===== config.mk =====
export PLATFORM = sky130hd
export DESIGN_NAME = tdm_lane_serializer
export DESIGN_NICKNAME = d
export VERILOG_FILES = /design/src/rtl/tdm_ser_pkg.sv /design/src/rtl/tdm_ser_timer.sv /design/src/rtl/tdm_ser_loader.sv /design/src/rtl/tdm_ser_bitsel.sv /design/src/rtl/tdm_lane_serializer.sv
export SDC_FILE = /design/constraint.sdc
export NUM_CORES = 1
export LEC_CHECK = 0
export BUFFER_PORTS_ARGS = -buffer_cell sky130_fd_sc_hd__buf_4
export CORE_MARGIN = 2
export CORE_UTILIZATION = 43
export CTS_CLUSTER_DIAMETER = 200
export DETAILED_ROUTE_END_ITERATION = 10
export SLEW_MARGIN = 0
export SYNTH_ARGS = -nofsm -noshare
export SYNTH_HDL_FRONTEND = slang
export SYNTH_SLANG_ARGS = --single-unit

===== constraint.sdc =====
create_clock -name clk -period 10.8 [get_ports clk]
set_input_delay 1.08 -clock clk [delete_from_list [all_inputs] [get_ports clk]]
set_output_delay 1.08 -clock clk [all_outputs]
set_load 0.1 [all_outputs]

===== src/rtl/tdm_ser_pkg.sv =====
package tdm_ser_pkg;

    localparam int unsigned WORD_W    = 32;
    localparam int unsigned MAX_SLOTS = 16;
    localparam int unsigned MAX_CW    = 32;
    localparam int unsigned HI_SH     = $clog2(MAX_CW);
    localparam int unsigned LO_SH     = HI_SH - 1;
    localparam int unsigned SLOT_W    = $clog2(MAX_SLOTS);
    localparam int unsigned BIT_W     = $clog2(MAX_CW);
    localparam int unsigned CNT_W     = $clog2(MAX_SLOTS) + 1;
    localparam int unsigned LEN_W     = $clog2(MAX_SLOTS * MAX_CW) + 1;
    localparam int unsigned DW_W      = $clog2(WORD_W) + 1;

    typedef enum logic [1:0] {
        FMT_CLASSIC = 2'b00,
        FMT_LEFT    = 2'b01,
        FMT_RIGHT   = 2'b10,
        FMT_PCM     = 2'b11
    } fmt_e;

    typedef struct packed {
        fmt_e             fmt;
        logic             cw32;
        logic [DW_W-1:0]  dw;
        logic [CNT_W-1:0] nslots;
    } frame_cfg_t;

    function automatic logic [DW_W-1:0] data_bits(input logic [1:0] code);
        case (code)
            2'b00:   return DW_W'(16);
            2'b01:   return DW_W'(24);
            default: return DW_W'(32);
        endcase
    endfunction

    function automatic logic [CNT_W-1:0] slot_total(input logic tdm,
                                                    input logic [4:0] n);
        if (!tdm || n < 5'd2)
            return CNT_W'(2);
        if (CNT_W'(n) > CNT_W'(MAX_SLOTS))
            return CNT_W'(MAX_SLOTS);
        return CNT_W'(n);
    endfunction

    function automatic logic [LEN_W-1:0] frame_len(input frame_cfg_t c);
        logic [LEN_W-1:0] n;
        n = LEN_W'(c.nslots);
        return c.cw32 ? (n << HI_SH) : (n << LO_SH);
    endfunction

    function automatic logic lagged(input fmt_e f);
        return (f == FMT_CLASSIC) || (f == FMT_PCM);
    endfunction

endpackage


===== src/rtl/tdm_ser_timer.sv =====
module tdm_ser_timer
    import tdm_ser_pkg::*;
(
    input  logic              clk,
    input  logic              rst,
    input  logic              tick,
    input  logic              frame_start,
    input  frame_cfg_t        cfg,
    output logic              active,
    output logic [SLOT_W-1:0] slot,
    output logic [BIT_W-1:0]  bitn,
    output logic              ws_next
);

    logic [LEN_W-1:0] pos_q;
    logic [LEN_W-1:0] pos_now;
    logic [LEN_W-1:0] flen;
    logic [LEN_W-1:0] half;
    logic [LEN_W-1:0] eff;
    logic             synced_q;

    always_comb begin
        flen = frame_len(cfg);
        half = flen >> 1;
        if (frame_start)
            pos_now = '0;
        else if (pos_q >= flen - LEN_W'(1))
            pos_now = '0;
        else
            pos_now = pos_q + LEN_W'(1);

        active = tick & (synced_q | frame_start);

        if (lagged(cfg.fmt))
            eff = (pos_now == '0) ? flen - LEN_W'(1) : pos_now - LEN_W'(1);
        else
            eff = pos_now;

        slot = cfg.cw32 ? SLOT_W'(eff >> HI_SH) : SLOT_W'(eff >> LO_SH);
        bitn = cfg.cw32 ? eff[BIT_W-1:0] : {1'b0, eff[BIT_W-2:0]};

        case (cfg.fmt)
            FMT_CLASSIC: ws_next = (pos_now >= half);
            FMT_PCM:     ws_next = (pos_now == '0);
            default:     ws_next = (pos_now < half);
        endcase
    end

    always_ff @(posedge clk) begin
        if (rst) begin
            pos_q    <= '0;
            synced_q <= 1'b0;
        end else if (active) begin
            pos_q    <= pos_now;
            synced_q <= 1'b1;
        end
    end

    // the running position never leaves the frame
    a_r2_pos_in_frame: assert property (@(posedge clk) disable iff (rst)
        synced_q |-> (pos_q < flen));

    // a frame-start tick always lands on position 0
    a_r2_restart: assert property (@(posedge clk) disable iff (rst)
        (tick && frame_start) |=> (pos_q == '0));

    // no synchronisation before a frame start is seen
    a_r1_wait_sync: assert property (@(posedge clk) disable iff (rst)
        (!synced_q && !(tick && frame_start)) |=> !synced_q);

endmodule


===== src/rtl/tdm_ser_loader.sv =====
module tdm_ser_loader
    import tdm_ser_pkg::*;
(
    input  logic                 clk,
    input  logic                 rst,
    input  logic                 active,
    input  logic [SLOT_W-1:0]    slot,
    input  logic [BIT_W-1:0]     bitn,
    input  logic [MAX_SLOTS-1:0] slot_mask,
    input  logic [CNT_W-1:0]     nslots,
    input  logic [DW_W-1:0]      dw,
    input  logic                 s_valid,
    input  logic [WORD_W-1:0]    s_data,
    output logic                 s_ready,
    output logic [WORD_W-1:0]    word_now,
    output logic                 uf_now
);

    logic [WORD_W-1:0] cur_q;
    logic [WORD_W-1:0] dmask;
    logic              at_start;
    logic              slot_en;

    always_comb begin
        dmask    = {WORD_W{1'b1}} >> (7'(WORD_W) - {1'b0, dw});
        at_start = active && (bitn == '0);
        slot_en  = (CNT_W'(slot) < nslots) && slot_mask[slot];
        s_ready  = at_start && slot_en;
        uf_now   = s_ready && !s_valid;
        if (at_start)
            word_now = (s_ready && s_valid) ? (s_data & dmask) : '0;
        else
            word_now = cur_q;
    end

    always_ff @(posedge clk) begin
        if (rst)
            cur_q <= '0;
        else if (active)
            cur_q <= word_now;
    end

    // a starved slot holds an all-zero word
    a_r12_zero_fill: assert property (@(posedge clk) disable iff (rst)
        uf_now |=> (cur_q == '0));

    // a disabled slot holds an all-zero word
    a_r10_masked_zero: assert property (@(posedge clk) disable iff (rst)
        (at_start && !slot_en) |=> (cur_q == '0));

endmodule


===== src/rtl/tdm_ser_bitsel.sv =====
module tdm_ser_bitsel
    import tdm_ser_pkg::*;
(
    input  logic [WORD_W-1:0] word,
    input  logic [BIT_W-1:0]  bitn,
    input  logic              cw32,
    input  logic [DW_W-1:0]   dw,
    input  logic              right,
    output logic              bit_o
);

    logic [DW_W-1:0] cw;
    logic [DW_W-1:0] b6;
    logic [DW_W-1:0] idx;

    always_comb begin
        cw    = cw32 ? DW_W'(MAX_CW) : DW_W'(MAX_CW / 2);
        b6    = {1'b0, bitn};
        idx   = '0;
        bit_o = 1'b0;
        if (right) begin
            idx   = cw - DW_W'(1) - b6;
            bit_o = word[idx[BIT_W-1:0]];
        end else if (b6 < dw) begin
            idx   = dw - DW_W'(1) - b6;
            bit_o = word[idx[BIT_W-1:0]];
        end
    end

endmodule


===== src/rtl/tdm_lane_serializer.sv =====
module tdm_lane_serializer
    import tdm_ser_pkg::*;
(
    input  logic        clk,
    input  logic        rst,
    input  logic        bclk_en,
    input  logic        frame_start,
    input  logic [1:0]  fmt_sel,
    input  logic [1:0]  data_size,
    input  logic        wide_chan,
    input  logic        tdm_on,
    input  logic [4:0]  ch_count,
    input  logic [15:0] slot_mask,
    input  logic        s_valid,
    input  logic [31:0] s_data,
    output logic        s_ready,
    output logic        sd_out,
    output logic        ws_out,
    output logic        underflow
);

    frame_cfg_t        cfg;
    logic              active;
    logic [SLOT_W-1:0] slot;
    logic [BIT_W-1:0]  bitn;
    logic              ws_next;
    logic [WORD_W-1:0] word_now;
    logic              uf_now;
    logic              bit_next;

    always_comb begin
        cfg.fmt    = fmt_e'(fmt_sel);
        cfg.cw32   = (data_size != 2'b00) || wide_chan;
        cfg.dw     = data_bits(data_size);
        cfg.nslots = slot_total(tdm_on, ch_count);
    end

    tdm_ser_timer u_timer (
        .clk         (clk),
        .rst         (rst),
        .tick        (bclk_en),
        .frame_start (frame_start),
        .cfg         (cfg),
        .active      (active),
        .slot        (slot),
        .bitn        (bitn),
        .ws_next     (ws_next)
    );

    tdm_ser_loader u_loader (
        .clk       (clk),
        .rst       (rst),
        .active    (active),
        .slot      (slot),
        .bitn      (bitn),
        .slot_mask (MAX_SLOTS'(slot_mask)),
        .nslots    (cfg.nslots),
        .dw        (cfg.dw),
        .s_valid   (s_valid),
        .s_data    (WORD_W'(s_data)),
        .s_ready   (s_ready),
        .word_now  (word_now),
        .uf_now    (uf_now)
    );

    tdm_ser_bitsel u_bitsel (
        .word  (word_now),
        .bitn  (bitn),
        .cw32  (cfg.cw32),
        .dw    (cfg.dw),
        .right (cfg.fmt == FMT_RIGHT),
        .bit_o (bit_next)
    );

    always_ff @(posedge clk) begin
        if (rst) begin
            sd_out    <= 1'b0;
            ws_out    <= 1'b0;
            underflow <= 1'b0;
        end else begin
            underflow <= active && uf_now;
            if (active) begin
                sd_out <= bit_next;
                ws_out <= ws_next;
            end
        end
    end

    // line outputs move only on tick edges
    a_r2_hold_between_ticks: assert property (@(posedge clk) disable iff (rst)
        !bclk_en |=> ($stable(sd_out) && $stable(ws_out)));

    // underflow is a single-cycle pulse
    a_r12_single_pulse: assert property (@(posedge clk) disable iff (rst)
        underflow |=> !underflow);

    // one request per slot start, never two cycles running
    a_r11_single_ready: assert property (@(posedge clk) disable iff (rst)
        s_ready |=> !s_ready);

    // no request without a tick
    a_r1_ready_needs_tick: assert property (@(posedge clk) disable iff (rst)
        s_ready |-> bclk_en);

endmodule


==> results of run 1 <==
[worst reg2reg max path, delay by kind of cell (launching register included)]
| family | cells | cell delay, ns |
|---|---|---|
| buf+inv | 1 | 0.13 |
| compound gates | 11 | 2.89 |
| simple gates | 9 | 2.27 |
| fa+ha+maj | 3 | 1.16 |
| flops | 1 | 0.47 |
[sequential cells by signal (all words and copies together), names as in the netlist]
name	flops
sd_out	1
u_loader.cur_q	32
ws_out	1
u_timer.synced_q	1
u_timer.pos_q	10
underflow	1
[synthesized netlist by cell type (9+ instances only)]
master	instances	area (µm²)
nor2_1	70	263
nand2_1	52	195
dfxtp_1	46	921
a22oi_1	31	233
a21oi_1	28	140
o21ai_0	25	125
clkbuf_1	24	90.1
ha_1	23	288
inv_1	15	56.3
nor3_1	14	70.1
nand3_1	13	65.1
a31oi_1	12	75.1
and2_1	11	68.8
or3_1	9	56.3
xnor2_1	9	78.8
[layout make-up]
class                           count  area share, %
Timing Repair Buffer               72           11.5
Clock buffer                        6           1.54
Inverter                           15           1.19
Multi-Input combinational cell    438           62.0
Sequential cell                    46           19.5
Tap cell                          129           3.42
Clock inverter                      2          0.796
[power by group through the flow]
stage	logic (µW)	registers (µW)	clock network, µW
6_report	149	173	133
3_5_place_dp	147	177	0
5_1_grt	163	174	144
3_3_place_gp	146	177	0
4_1_cts	148	173	135
2_1_floorplan	98.2	182	0
[metrics by stage]
step	worst slack (ns)	instances	hold slack, ns	area (µm²)	power [µW]
after CTS	1.23	708	0.465	4710	456
final	1.12	708	0.465	4710	455
after detailed placement	1.24	700	0.452	4600	324
after floorplan	2.06	541	0.434	4100	280
after global placement	1.45	700	0.442	4600	323
after global routing	0.611	708	0.488	4710	480
[metal layers]
layer  vias up  share of wire, %  global-route usage [%]
li1       2104                 -                       -
met1      1977                46                    31.1
met2       116                47                    36.8
met3        20               4.2                    2.90
met4         0               2.0                    6.76
met5         -                 0                       0
[kinds of logic after synthesis]
| logic type | Yosys count | synth area share [%] |
|---|---|---|
| XOR/XNOR | 13 | 2.77 |
| flip-flops | 46 | 22.4 |
| buffers and inverters | 57 | 6.43 |
| AO/OA/AOI/OAI | 180 | 33.8 |
| other | 1 | 0.0914 |
| adder cells (fa/ha/maj) | 23 | 7.01 |
| multiplexers | 8 | 2.16 |
| AND/OR/NAND/NOR | 213 | 25.3 |
[worst max path at each step]
stage	from	to	slack (ns)	cells after the start
detailed placement	data_size[1]	s_ready	1.24	29
CTS	data_size[0]	s_ready	1.23	29
global placement	data_size[1]	s_ready	1.45	29
global route	data_size[0]	s_ready	0.61	29
finish	data_size[1]	s_ready	1.12	29
floorplan	data_size[0]	s_ready	2.06	31
==> reports/qor.csv, run 1 <==
metric;value;unit
worst min path class;reg -> reg;
final worst-path cycle share;89.6;%
Post-Synthesis Cells;541;
Hold Vio Cnt, Final;0;
CP max FO;19;
first-pass GRT wire length;18900;µm
Register Area;921;µm²
DR vias/cell;5.96;
Max Cap Viol;0;
CTS sink cnt;46;
Max Freq;103;MHz
Area Overhead vs Synth;14.8;%
Die H;102;µm
GRT Overall Usage;22.6;%
TritonCTS Buffers;5;
most used cell, CP;ha_1;
Netlist cell types;82;
Switching Fraction;34.2;%
Arr. time, crit path;8.60;ns
Max VDD drop;79.3;µV
CP startpoint kind;primary input;
CP required;9.72;ns
EDFF count, synth;0;
sum of buffers and inverters on the critical path;4;
Initial Utilization;44.4;%
largest net degree at the start of global routing;48;
Final Max Tran Viols;0;
Clk pin slew, worst setup/hold paths;0.09;ns
Hold Buf Count CTS;0;
vias in the first global route;3869;
post-synthesis async set-or-reset flop share;0;%
grt total ovfl;0;
Final Util;51.0;%
commonest non-fill, non-tap cell in the layout;buf_4;
Internal;300;µW
syn_area_per_cell;7.59;µm²
wire length per cell;16.8;µm
RSZ-0062 raised after global routing;no;
CTS tree;built;
I/O Pins;68;
Clk pwr share;29.2;%
Worst Setup End Kind;output port;
Total Die Area;10300;µm²
Post CTS Setup Buffer Count;0;
synthesized area;4100;µm²
initial antenna violation count;0;
combinational power share;32.8;%
Hold Path Origin;u_loader.cur_q[31]$_SDFFE_PP0P_;
CTS root buf;clkbuf_8;
reg2reg start;u_timer.pos_q[0]$_SDFFE_PP0P_;
Total Neg Setup Slack;0;ns
Mapped Nets;628;
Slowest-stage cell, CP;or3_1;
fin crit period;9.68;ns
Top delay family on crit path;simple AND/OR/NAND/NOR gates;
R2R depth;24;
CTS Buffer Depth;2;
outcome;completed;
Synth Flop Type;dfxtp_1;
DRT antenna net count;0;
Setup Viol. Count Final;0;
register area share after synthesis;22.4;%
Setup CP Type;in -> out;
post-synthesis register bit count;46;
crit-path max cell delay;0.65;ns
NetSw;155;µW
routability cong.;0.921;
layout cells sized above 1;19.0;%
CTS resizes;0;
hold depth;2;
worst relative slew slack;30.2;%
Warnings, synthesis;0;
worst-skew pair later-pin latency;0.31;ns
# diodes;0;
reg-to-reg slack, setup;3.83;ns
Pwr Density;96.6;nW/µm²
fillers;919;
Core Region;9240;µm²
DRC;0;
IO buf count;67;
Iteration-0 DRC Markers;230;
most frequent cells in the layout;buf_4, nor2_1, nand2_1;
worst slew pin tran;1.02;ns
Worst Clk Skew;0.00829;ns
row count;35;
Pre-antenna DRT Iters;4;
Seq pwr share;38.1;%
final WL;11900;µm
P_leak;0.00175;µW
reg-to-reg critical path endpoint;sd_out$_SDFFE_PP0P_;
vias post-DR;4217;
Die W;102;µm
H-Tree Depth;2;
Multi-input gate area;2920;µm²
worst hold endpoint;u_loader.cur_q[31]$_SDFFE_PP0P_;
NumNets Final;665;
HPWL Detailed;8950;µm
(Power assumes the default switching activity.)
==> run 2: changes to the inputs <==
--- a/config.mk
+++ b/config.mk
@@ -8,7 +8,9 @@
 export BUFFER_PORTS_ARGS = -buffer_cell sky130_fd_sc_hd__buf_4
 export CORE_MARGIN = 2
 export CORE_UTILIZATION = 43
+export CTS_BUF_LIST = sky130_fd_sc_hd__clkbuf_8
 export CTS_CLUSTER_DIAMETER = 200
+export CTS_CLUSTER_SIZE = 8
 export DETAILED_ROUTE_END_ITERATION = 10
 export SLEW_MARGIN = 0
 export SYNTH_ARGS = -nofsm -noshare
==> run 2 against run 1 <==
  * First-iteration DRC count grew 0.43%
  * Register-to-register slack about the same
  * Flip-flop and latch count did not move
  * Non-clock buffer count unchanged
  * Total power decreased by 0.21%
  * Setup slack improved by 0.0016 ns
  * Design area is the same
  * Clock skew about the same
  * Critical endpoint unchanged
  * Largest power group unchanged
==> reports/qor.csv, run 2 (synthesis gave the netlist of run 1 again) <==
metric;value;unit;change
Max VDD drop;79.3;µV;about the same
Final Util;51.0;%;unchanged
worst relative slew slack;30.2;%;unchanged
CTS sink cnt;46;;unchanged
final worst-path cycle share;89.6;%;about the same
TritonCTS Buffers;5;;unchanged
layout cells sized above 1;19.0;%;unchanged
H-Tree Depth;2;;unchanged
grt total ovfl;0;;unchanged
# diodes;0;;unchanged
NumNets Final;665;;unchanged
first-pass GRT wire length;18900;µm;unchanged
HPWL Detailed;8950;µm;unchanged
GRT Overall Usage;22.6;%;unchanged
Crit. Startpoint;data_size[1];;
reg-to-reg slack, setup;3.83;ns;about the same
Worst Clk Skew;0.00835;ns;+0.0000575 ns
final WL;11900;µm;about the same
Pre-antenna DRT Iters;4;;unchanged
CTS tree;built;;
Switching Fraction;34.2;%;+0.065 points
reg2reg start;u_timer.pos_q[0]$_SDFFE_PP0P_;;
P_leak;0.00175;µW;+0.24%
R2R depth;24;;unchanged
CP endpoint;s_ready;;
Pwr Density;96.3;nW/µm²;-0.21%
vias in the first global route;3869;;unchanged
outcome;completed;;
vias post-DR;4219;;+0.047%
Final Max Tran Viols;0;;unchanged
Max Freq;103;MHz;about the same
Max Cap Viol;0;;unchanged
Non-Filler Instances;708;;unchanged
Total Die Area;10300;µm²;unchanged
commonest non-fill, non-tap cell in the layout;buf_4;;
DR vias/cell;5.96;;about the same
row count;35;;unchanged
Die H;102;µm;unchanged
Hold Vio Cnt, Final;0;;unchanged
Die W;102;µm;unchanged
CTS Buffer Depth;2;;unchanged
CTS root buf;clkbuf_8;;
Clk pwr share;29.0;%;-0.2 points
Setup CP Type;in -> out;;
I/O Pins;68;;unchanged
Slowest-stage cell, CP;or3_1;;
Total Neg Setup Slack;0;ns;unchanged
routability cong.;0.921;;unchanged
fin crit period;9.67;ns;-0.00156 ns
reg-to-reg critical path endpoint;sd_out$_SDFFE_PP0P_;;
wire length per cell;16.8;µm;about the same
Worst Setup End Kind;output port;;
CP max FO;19;;unchanged
DRC;0;;unchanged
IO buf count;67;;unchanged
Most flops, register;u_loader.cur_q;;
CP required;9.72;ns;about the same
most frequent cells in the layout;buf_4, nor2_1, nand2_1;;
most used cell, CP;ha_1;;
Post CTS Setup Buffer Count;0;;unchanged
CTS resizes;0;;unchanged
RSZ-0062 raised after global routing;no;;
worst slew pin tran;1.02;ns;unchanged
worst min path class;reg -> reg;;
CP startpoint kind;primary input;;
worst-skew pair later-pin latency;0.31;ns;about the same
Initial Utilization;44.4;%;unchanged
Arr. time, crit path;8.59;ns;about the same
DRT antenna net count;0;;unchanged
Hold Buf Count CTS;0;;unchanged
Area Overhead vs Synth;14.8;%;unchanged
Seq pwr share;38.1;%;about the same
largest net degree at the start of global routing;48;;unchanged
initial antenna violation count;0;;unchanged
Largest register FFs;32;;unchanged
Clk pin slew, worst setup/hold paths;0.09;ns;about the same
Iteration-0 DRC Markers;231;;+0.43%
Internal;299;µW;-0.31%
NetSw;155;µW;about the same
Setup Viol. Count Final;0;;unchanged
Core Region;9240;µm²;unchanged
crit-path max cell delay;0.65;ns;about the same
combinational power share;32.8;%;about the same
dpl cells;700;;unchanged
largest registers;u_loader.cur_q: 32 flops, u_timer.pos_q: 10 flops;;
[run 2: cell types whose count changed in the layout (fill, tap and decap cells not counted)]
cell,before,now
clkbuf_1,1,0
inv_1,15,16
[run 2: critical path, delay by kind of cell]
family          cells  cell delay [ns]
compound gates     11             2.63
xor+xnor            1             0.18
fa+ha+maj           4             1.29
buf+inv             4             0.73
simple gates        9             2.67
[run 2: layout make-up]
class                   instances  area, µm²
well taps                     129        161
fillers                       919       4530
inverters                      15       56.3
clock inverters                 3       41.3
multi-input cells             438       2920
flip-flops and latches         46        921
repair buffers                 72        541
clock buffers                   5       68.8
[run 2: worst min-delay path by stage]
stage                                          startpoint  cells after the start                               to
after floorplan           u_loader.cur_q[31]$_SDFFE_PP0P_                      2  u_loader.cur_q[31]$_SDFFE_PP0P_
after global placement                ws_out$_SDFFE_PP0P_                      2              ws_out$_SDFFE_PP0P_
after detailed placement              ws_out$_SDFFE_PP0P_                      2              ws_out$_SDFFE_PP0P_
after CTS                             ws_out$_SDFFE_PP0P_                      2              ws_out$_SDFFE_PP0P_
after global routing      u_loader.cur_q[31]$_SDFFE_PP0P_                      2  u_loader.cur_q[31]$_SDFFE_PP0P_
final                                 ws_out$_SDFFE_PP0P_                      2              ws_out$_SDFFE_PP0P_
[run 2: power by group through the flow]
stage | registers [µW] | clock network, µW | logic, µW
after floorplan | 182 | 0 | 98.2
after global placement | 177 | 0 | 146
after detailed placement | 177 | 0 | 147
after CTS | 173 | 134 | 148
after global routing | 174 | 143 | 163
final | 173 | 132 | 149
[run 2: routing by layer]
layer  track usage [%]  routed length, µm
met3              2.90                502
met2              36.8               5660
met1              31.1               5510
met5                 0                  0
met4              6.76                237
[run 2: per-stage QoR]
step                      hold slack (ns)  area (µm²)  worst slack [ns]  total power [µW]
final                               0.465        4710              1.13               454
after global routing                0.488        4710             0.611               479
after CTS                           0.465        4710              1.23               455
after detailed placement            0.452        4600              1.24               324
after global placement              0.442        4600              1.45               323
after floorplan                     0.434        4100              2.06               280
==> run 3: changes to the inputs <==
--- a/config.mk
+++ b/config.mk
@@ -5,13 +5,15 @@
 export SDC_FILE = /design/constraint.sdc
 export NUM_CORES = 1
 export LEC_CHECK = 0
+export ABC_CLOCK_PERIOD_IN_PS = 10800
 export BUFFER_PORTS_ARGS = -buffer_cell sky130_fd_sc_hd__buf_4
 export CORE_MARGIN = 2
-export CORE_UTILIZATION = 43
+export CORE_UTILIZATION = 59
 export CTS_BUF_LIST = sky130_fd_sc_hd__clkbuf_8
 export CTS_CLUSTER_DIAMETER = 200
 export CTS_CLUSTER_SIZE = 8
 export DETAILED_ROUTE_END_ITERATION = 10
+export PLACE_DENSITY = 0.84
 export SLEW_MARGIN = 0
 export SYNTH_ARGS = -nofsm -noshare
 export SYNTH_HDL_FRONTEND = slang
==> run 3 against run 2 <==
  * Setup slack better by 0.038 ns
  * Global-route usage up 6.9 points
  * Critical path depth unchanged
  * Clock skew about the same
  * Wire length down 5.7%
  * Clock power down 15%
  * Non-clock buffer count down 1
  * Critical path type unchanged
  * Critical endpoint unchanged
==> reports/qor.csv, run 3 (synthesis gave the netlist of run 1 again) <==
metric;value;unit;change
# diodes;0;;unchanged
IO buf count;67;;unchanged
Iteration-0 DRC Markers;394;;+71%
DRT antenna net count;0;;unchanged
Max Cap Viol;0;;unchanged
CP required;9.72;ns;about the same
largest registers;u_loader.cur_q: 32 flops, u_timer.pos_q: 10 flops;;
Hold Buf Count CTS;0;;unchanged
Die W;87.4;µm;-14%
wire length per cell;17.1;µm;+1.5%
Area Overhead vs Synth;12.7;%;
Setup CP Type;in -> out;;
Max VDD drop;109;µV;+37%
Internal;277;µW;-7.2%
Worst Clk Skew;0.00812;ns;-0.000230 ns
GRT Overall Usage;29.5;%;+6.9 points
Largest register FFs;32;;unchanged
Clk pwr share;25.8;%;-3.2 points
worst-skew pair later-pin latency;0.31;ns;about the same
routability cong.;0.963;;+4.6%
HPWL Detailed;8510;µm;-5.0%
crit-path max cell delay;0.63;ns;-0.02 ns
I/O Pins;68;;unchanged
Top delay family on crit path;simple AND/OR/NAND/NOR gates;;
Arr. time, crit path;8.56;ns;-0.03 ns
Initial Utilization;60.7;%;+16 points
CTS tree;built;;
CP startpoint kind;primary input;;
TritonCTS Buffers;5;;unchanged
P_leak;0.00174;µW;-0.65%
grt total ovfl;0;;unchanged
NetSw;156;µW;+0.27%
Multi-input gate area;2920;µm²;unchanged
sum of buffers and inverters on the critical path;4;;unchanged
combinational power share;34.2;%;+1.4 points
CTS root buf;clkbuf_8;;
vias post-DR;4334;;+2.7%
Seq pwr share;40.0;%;+1.9 points
CTS resizes;0;;unchanged
worst min path class;reg -> reg;;
Clk pin slew, worst setup/hold paths;0.09;ns;about the same
row count;30;;-14%
Max Freq;104;MHz;+0.39%
layout cells sized above 1;19.0;%;+0.033 points
Core Region;6760;µm²;-27%
DRC;0;;unchanged
CP max FO;19;;unchanged
CTS sink cnt;46;;unchanged
Final Max Tran Viols;0;;unchanged
most used cell, CP;ha_1;;
final WL;11200;µm;-5.7%
fillers;556;;-39%
Slowest-stage cell, CP;or3_1;;
largest net degree at the start of global routing;48;;unchanged
Die H;87.4;µm;-14%
initial antenna violation count;0;;unchanged
Switching Fraction;36.0;%;+1.8 points
Worst Setup End Kind;output port;;
Post CTS Setup Buffer Count;0;;unchanged
worst slew pin tran;0.770;ns;-0.251 ns
most frequent cells in the layout;buf_4, nor2_1, nand2_1;;
DR vias/cell;6.59;;+11%
Register Area;921;µm²;unchanged
RSZ-0062 raised after global routing;no;;
Hold Vio Cnt, Final;0;;unchanged
Total Die Area;7640;µm²;-26%
CTS Buffer Depth;2;;unchanged
worst relative slew slack;47.4;%;+17 points
Most flops, register;u_loader.cur_q;;
commonest non-fill, non-tap cell in the layout;buf_4;;
final worst-path cycle share;89.2;%;-0.35 points
outcome;completed;;
Pwr Density;93.6;nW/µm²;-2.8%
Power Total;433;µW;-4.6%
H-Tree Depth;2;;unchanged
Pre-antenna DRT Iters;5;;+1
Setup Viol. Count Final;0;;unchanged
vias in the first global route;3844;;-0.65%
NumNets Final;664;;-0.15%
first-pass GRT wire length;18400;µm;-2.5%
fin crit period;9.64;ns;-0.0378 ns
Total Neg Setup Slack;0;ns;unchanged
run 3: power by group through the flow:
stage          registers [µW]  clock network (µW)  logic [µW]
2_1_floorplan             182                   0        98.2
5_1_grt                   174                 120         160
4_1_cts                   173                 112         145
3_5_place_dp              177                   0         145
6_report                  173                 112         148
3_3_place_gp              177                   0         141
run 3: final timing paths:
kind	start	cells past startpoint	slack (ns)	endpoint
worst max-delay path	data_size[1]	29	1.16	s_ready
worst min-delay path	ws_out$_SDFFE_PP0P_	2	0.46	ws_out$_SDFFE_PP0P_
worst max register to register	u_timer.pos_q[0]$_SDFFE_PP0P_	24	3.91	sd_out$_SDFFE_PP0P_
worst min register to register	ws_out$_SDFFE_PP0P_	2	0.46	ws_out$_SDFFE_PP0P_
run 3: stage by stage:
stage / instances / utilization (%) / area, µm² / hold slack (ns) / setup WS, ns
after detailed placement: 650 / 67.1 / 4530 / 0.449 / 1.32
after global routing: 658 / 68.5 / 4630 / 0.477 / 0.617
after global placement: 650 / 67.1 / 4530 / 0.442 / 1.52
after CTS: 658 / 68.5 / 4630 / 0.462 / 1.32
after floorplan: 541 / - / 4100 / 0.434 / 2.06
final: 658 / 68.5 / 4630 / 0.456 / 1.16
run 3: layer usage:
layer | vias up | wire length [µm] | GRT usage, %
met1 | 2028 | 4880 | 40.5
met5 | - | 0 | 0
met4 | 0 | 235 | 7.97
li1 | 2104 | - | -
met3 | 22 | 744 | 3.32
met2 | 180 | 5370 | 49.0
run 3: final cells by class:
| type | count | area share [%] |
|---|---|---|
| inverters | 15 | 1.22 |
| multi-input cells | 438 | 63.2 |
| clock inverters | 3 | 0.487 |
| clock buffers | 5 | 1.49 |
| flip-flops and latches | 46 | 19.9 |
| well taps | 80 | 2.16 |
| repair buffers | 71 | 11.5 |
run 3: worst reg2reg max path, stage by stage, from the launching register on:
cell,delay [ns]
dfxtp_1,0.48
ha_1,0.41
nand4_1,0.21
a211oi_2,0.49
or2_1,0.61
nor2_1,0.20
inv_1,0.13
ha_1,0.38
nand2_1,0.16
o41ai_1,0.26
a21oi_1,0.17
and2_1,0.31
nand2_1,0.11
o21ai_0,0.10
ha_1,0.36
o311ai_0,0.10
o211ai_1,0.17
a2111oi_0,0.42
nor4_1,0.11
a2bb2oi_1,0.18
a221oi_4,0.41
and3_1,0.45
nand2_2,0.11
a221o_1,0.34
o31ai_2,0.16
